[src/rtl/irq_pkg.sv]
package irq_pkg;
  localparam int REG_W    = 8;
  localparam int BIT_MODE = 0;
  localparam int BIT_MASK = 1;
  localparam int BIT_ACK  = 2;
  localparam int BIT_FLAG = 3;

  typedef struct packed {
    logic imask;
    logic mode;
  } irq_ctrl_t;
endpackage

[src/rtl/irq_pin_sync.sv]
module irq_pin_sync #(
  parameter int STAGES = 2
) (
  input  logic clk,
  input  logic rst_n,
  input  logic pin_n,
  output logic pin_hi,
  output logic fall
);
  logic [STAGES-1:0] chain;
  logic              prev_hi;

  // Everything resets low so a pin held low across reset never looks like an edge.
  always_ff @(posedge clk or negedge rst_n) begin
    if (!rst_n) begin
      chain   <= '0;
      prev_hi <= 1'b0;
    end else begin
      chain   <= {chain[STAGES-2:0], pin_n};
      prev_hi <= chain[STAGES-1];
    end
  end

  assign pin_hi = chain[STAGES-1];
  assign fall   = prev_hi & ~chain[STAGES-1];
endmodule

[src/rtl/irq_pend.sv]
module irq_pend (
  input  logic clk,
  input  logic rst_n,
  input  logic mode,
  input  logic fall,
  input  logic pin_hi,
  input  logic ack,
  output logic pending
);
  logic ack_seen;

  always_ff @(posedge clk or negedge rst_n) begin
    if (!rst_n) begin
      pending  <= 1'b0;
      ack_seen <= 1'b0;
    end else if (fall) begin
      // A new edge outranks any acknowledge in the same cycle.
      pending  <= 1'b1;
      ack_seen <= 1'b0;
    end else if (mode) begin
      if (!pending) begin
        pending  <= ~pin_hi;
        ack_seen <= 1'b0;
      end else if ((ack | ack_seen) && pin_hi) begin
        pending  <= 1'b0;
        ack_seen <= 1'b0;
      end else if (ack) begin
        ack_seen <= 1'b1;
      end
    end else begin
      ack_seen <= 1'b0;
      if (ack) pending <= 1'b0;
    end
  end

  a_r9_edge_wins: assert property (@(posedge clk) disable iff (!rst_n)
    fall |=> pending);
  a_r3_edge_ack_clears: assert property (@(posedge clk) disable iff (!rst_n)
    (!mode && ack && !fall) |=> !pending);
  a_r5_level_holds_low: assert property (@(posedge clk) disable iff (!rst_n)
    (mode && pending && !pin_hi) |=> pending);
  a_r6_level_clear: assert property (@(posedge clk) disable iff (!rst_n)
    (mode && pending && pin_hi && ack && !fall) |=> !pending);
endmodule

[src/rtl/irq_csr.sv]
module irq_csr
  import irq_pkg::*;
#(
  parameter int                ADDR_W   = 8,
  parameter logic [ADDR_W-1:0] REG_ADDR = 8'h40
) (
  input  logic              clk,
  input  logic              rst_n,
  input  logic              sel,
  input  logic              wr,
  input  logic [ADDR_W-1:0] addr,
  input  logic [REG_W-1:0]  wdata,
  input  logic              flag,
  output logic [REG_W-1:0]  rdata,
  output irq_ctrl_t         ctrl,
  output logic              sw_ack
);
  logic hit, wr_hit;
  logic unused_wbits;

  assign hit          = (addr == REG_ADDR);
  assign wr_hit       = sel & wr & hit;
  assign sw_ack       = wr_hit & wdata[BIT_ACK];
  assign unused_wbits = ^wdata[REG_W-1:BIT_FLAG];

  always_ff @(posedge clk or negedge rst_n) begin
    if (!rst_n) begin
      ctrl <= '0;
    end else if (wr_hit) begin
      ctrl.mode  <= wdata[BIT_MODE];
      ctrl.imask <= wdata[BIT_MASK];
    end
  end

  always_comb begin
    rdata = '0;
    if (hit) begin
      rdata[BIT_MODE] = ctrl.mode;
      rdata[BIT_MASK] = ctrl.imask;
      rdata[BIT_FLAG] = flag;
    end
  end

  a_r11_ctrl_stable_off_write: assert property (@(posedge clk) disable iff (!rst_n)
    !wr_hit |=> $stable(ctrl));
endmodule

[src/rtl/ext_irq_ctrl.sv]
module ext_irq_ctrl
  import irq_pkg::*;
#(
  parameter int                ADDR_W      = 8,
  parameter logic [ADDR_W-1:0] REG_ADDR    = 8'h40,
  parameter int                SYNC_STAGES = 2,
  parameter logic [15:0]       VECTOR      = 16'hFFFA
) (
  input  logic              clk,
  input  logic              rst_n,
  input  logic              irq_pin_n,
  input  logic              vec_ack,
  input  logic              bus_sel,
  input  logic              bus_wr,
  input  logic [ADDR_W-1:0] bus_addr,
  input  logic [7:0]        bus_wdata,
  output logic [7:0]        bus_rdata,
  output logic              irq_req,
  output logic [15:0]       irq_vector
);
  logic      pin_hi, fall, pending, sw_ack;
  irq_ctrl_t ctrl;

  irq_pin_sync #(.STAGES(SYNC_STAGES)) u_sync (
    .clk(clk), .rst_n(rst_n), .pin_n(irq_pin_n), .pin_hi(pin_hi), .fall(fall)
  );

  irq_pend u_pend (
    .clk(clk), .rst_n(rst_n), .mode(ctrl.mode), .fall(fall), .pin_hi(pin_hi),
    .ack(vec_ack | sw_ack), .pending(pending)
  );

  irq_csr #(.ADDR_W(ADDR_W), .REG_ADDR(REG_ADDR)) u_csr (
    .clk(clk), .rst_n(rst_n), .sel(bus_sel), .wr(bus_wr), .addr(bus_addr),
    .wdata(bus_wdata), .flag(pending), .rdata(bus_rdata), .ctrl(ctrl), .sw_ack(sw_ack)
  );

  assign irq_req    = pending & ~ctrl.imask;
  assign irq_vector = VECTOR;

  a_r8_mask_gate: assert property (@(posedge clk) disable iff (!rst_n)
    ctrl.imask |-> !irq_req);
  a_r12_reset_clears: assert property (@(posedge clk) disable iff (!rst_n)
    $rose(rst_n) |-> (!pending && !ctrl.mode));
endmodule

[config.mk]
export PLATFORM = sky130hd
export DESIGN_NAME = ext_irq_ctrl
export DESIGN_NICKNAME = d
export VERILOG_FILES = /design/src/rtl/irq_pkg.sv /design/src/rtl/irq_pin_sync.sv /design/src/rtl/irq_pend.sv /design/src/rtl/irq_csr.sv /design/src/rtl/ext_irq_ctrl.sv
export SDC_FILE = /design/constraint.sdc
export NUM_CORES = 1
export LEC_CHECK = 0
export CAP_MARGIN = 20
export CORE_AREA = 2 2 39 41
export DETAILED_ROUTE_END_ITERATION = 10
export DIE_AREA = 0 0 41 43
export DONT_BUFFER_PORTS = 1
export GPL_TIMING_DRIVEN = 0
export MAX_ROUTING_LAYER = met4
export SYNTH_ARGS = -nofsm -noshare
export SYNTH_HDL_FRONTEND = slang
export SYNTH_SLANG_ARGS = --single-unit
[constraint.sdc]
create_clock -name clk -period 1 [get_ports clk]
set_input_delay 0.1 -clock clk [delete_from_list [all_inputs] [get_ports clk]]
set_output_delay 0.1 -clock clk [all_outputs]
set_load 0.01 [all_outputs]
==> flow_summary.toml <==
[outcome]
run_status = "finished with violations"
violations_in_the_final_reports = "negative setup slack"

[global_route]
grt_pass1_vias = 240
antenna_violations_before_repair = 0
globalRouteTotalUtil = 0.0857
grt_first_pass_wirelength_um = 959
grt_start_max_net_pins = 8
globalRoute.totalOverflow = 0

[clock_tree]
clock_tree.buffer_depth = 2
clock_tree_from_tritoncts = "built"
clock-sinks = 7
ctsRootBufferMaster = "clkbuf_4"
number_of_cts_inserted_buffers = 3
clk_transition_reported_paths_ns = 0.05
clk_latency_ns = 0.25
htree_levels = 1

[sta]
setup_repair_after_global_routing_missed_its_margin = "true"
layout_worst_path_cycle_share = 1.20
max_freq_mhz = 832
timing.setup.tns_ns = -0.641
max_slew_violation_total_from_the_final_report = 0
final_period_minus_worst_setup_slack_ns = 1.20
finalHoldWorstSlack_ns = 0.0491
report.final.hold_viol_count = 0
postLayoutSetupSlackWorst_ns = -0.201
setup_viol = 5
final.setup_skew_ns = 0.00248

[pwr]
worst_ir_drop_vdd_v = 0.000666
power.density_cell_area_nw_per_um2 = 1040
p_int_uw = 528
power.share.sequential = 0.441
combPwrFrac = 0.204
share_of_power_burned_in_the_clock_network = 0.355
p_switching_uw = 166
cellLeakagePower_uw = 0.000346
switching_share = 0.239

[die]
die_w_um = 41
die_h_um = 43
site_row_count = 14
start_util = 0.351
core_sq_um = 1380
die_area_sq_um = 1760
boundaryPins = 47

[layout]
post_route_cells_drive_above_1_share = 0.436
layoutNonFillerInstCount = 94
final_nets = 101
insertedDiodeCount = 0
area_growth_syn_to_layout_pct = 37.9
nFillCells = 140

[routing]
drt_iter0_drc = 1
average_wire_per_cell_in_the_routed_design_um = 7.56
dr.pass1.iters = 2
drt_drc_violations_left = 0
postRouteWirelength_um = 711
route.vias.total = 341
route.detailed.vias_per_inst = 3.63
drtAntennaViolNets = 0

[synthesis]
post_synth_num_cell_types = 16
syn_area_sq_um = 485
synthDominantAreaCellType = "dfrtp_1"
synth-seq-area-share = 0.361
ys_ff_latch = 7
synth-compound-area-share = 0.0309
synth_adder_area_share = 0
synth_top_family_by_area = "buffers and inverters"
synthSimpleGateAreaFrac = 0.206
postSynthCellCount = 50
ys.warnings.count = 0
xor_xnor_share_of_the_synthesized_area = 0
syn_area_cell_sq_um = 9.71
post-synth-top-area-fraction = 0.361
post_synthesis_mux_area_share = 0.0619
synth_area_leaders = "dfrtp_1 36%, buf_4 32%, mux2_4 6.2%"

[setup_path]
worst_setup_path_start_kind = "primary input"
timing.critical_path.required_ns = 1.13
cp-end-kind = "register"
critPathMaxFanout = 3
arrival_ns = 1.33
crit_type = "primary input to register"

[placed_design]
placed_cells = 85
port_buffers = 0
place.gp.congestion = 0.606

[hold_path]
hp-class = "primary input to register"

[run]
cap_violations = 0
[per-layer routing]
layer  vias to the layer above  routed length [um]  track usage
met2                        35                 287        0.113
met5                         -                   0            -
li1                        177                   -            -
met4                         0                   0       0.0400
met3                         0                 151       0.0471
met1                       129                 273        0.105
[layout make-up]
| type | count | area (sq um) | area share |
|---|---|---|---|
| plain buffers | 21 | 158 | 0.236 |
| clock buffers | 4 | 26.3 | 0.0393 |
| multi-input cells | 41 | 240 | 0.359 |
| flip-flops and latches | 7 | 175 | 0.262 |
| well taps | 16 | 20.0 | 0.0299 |
| repair buffers | 5 | 50.0 | 0.0748 |
[metrics by stage]
step / area, sq um / utilization / power (uW) / setup slack, ns
2_1_floorplan: 566 / - / 423 / -0.434
3_3_place_gp: 586 / 0.423 / 426 / -0.445
3_5_place_dp: 586 / 0.423 / 428 / -0.449
4_1_cts: 662 / 0.478 / 698 / -0.184
5_1_grt: 669 / 0.484 / 740 / -0.218
6_report: 669 / 0.484 / 693 / -0.201
[sequential cells by signal (all words and copies together), names as in the netlist]
name	flops
u_csr.ctrl	2
u_sync.chain	2
u_pend.ack_seen	1
u_pend.pending	1
u_sync.prev_hi	1
[cells in the mapped netlist]
master,count
and2_1,3
buf_4,21
conb_1,2
dfrtp_1,7
mux2_4,2
nand2_1,2
nand3_1,2
nand3b_1,1
nor2_1,2
nor2b_1,1
nor3_1,2
o22ai_1,1
o31a_1,1
or3_4,1
or4_4,1
or4b_1,1
[worst max-delay path: stages]
cell    delay (ns)
or4b_4        0.53
or3_4         0.40
mux2_4        0.30
[final timing paths]
kind / start / endpoint / slack [ns] / cells past startpoint
min in group asynchronous: rst_n / u_sync.chain[1]$_DFF_PN0_ / 0.17 / 1
setup / recovery: bus_addr[1] / u_csr.ctrl[0]$_DFFE_PN0N_ / -0.20 / 3
hold reg to reg: u_sync.chain[0]$_DFF_PN0_ / u_sync.chain[1]$_DFF_PN0_ / 0.35 / 0
setup reg to reg: u_csr.ctrl[0]$_DFFE_PN0N_ / u_pend.ack_seen$_DFFE_PN0P_ / 0.15 / 3
max in group asynchronous: rst_n / u_csr.ctrl[0]$_DFFE_PN0N_ / 0.60 / 1
hold / removal: vec_ack / u_pend.pending$_DFFE_PN0P_ / 0.05 / 2
[cells by family after synthesis]
group                  count (synthesis)
AND/OR/NAND/NOR                       16
other                                  2
multiplexers                           2
buffers and inverters                 21
AO/OA/AOI/OAI                          2
flip-flops                             7
[power by group through the flow]
| stage | logic, uW | clock network (uW) | registers (uW) |
|---|---|---|---|
| after floorplan | 115 | 0 | 307 |
| after global placement | 117 | 0 | 309 |
| after detailed placement | 118 | 0 | 310 |
| after CTS | 138 | 255 | 305 |
| after global routing | 158 | 274 | 308 |
| final | 141 | 246 | 306 |
[placed cells by master (no fill, tap or decap), types with 2 or more instances in the layout]
cell type	Yosys	layout
nand3_1	2	2
and2_4	0	3
conb_1	2	21
mux2_4	2	2
buf_4	21	21
nor3_1	2	2
dfrtp_1	7	7
nand2_1	2	2
dlygate4sd3_1	0	5
clkbuf_4	0	3
[repair_timing]
item                       in CTS  in global routing
setup endpoints to repair       5                  7
hold endpoints to repair       11                  0
pin swaps                       2                  1
buffers inserted                0                  0
gates resized for setup         0                  3
hold buffers                    5                  0
Power figures use the tool's default switching activity.
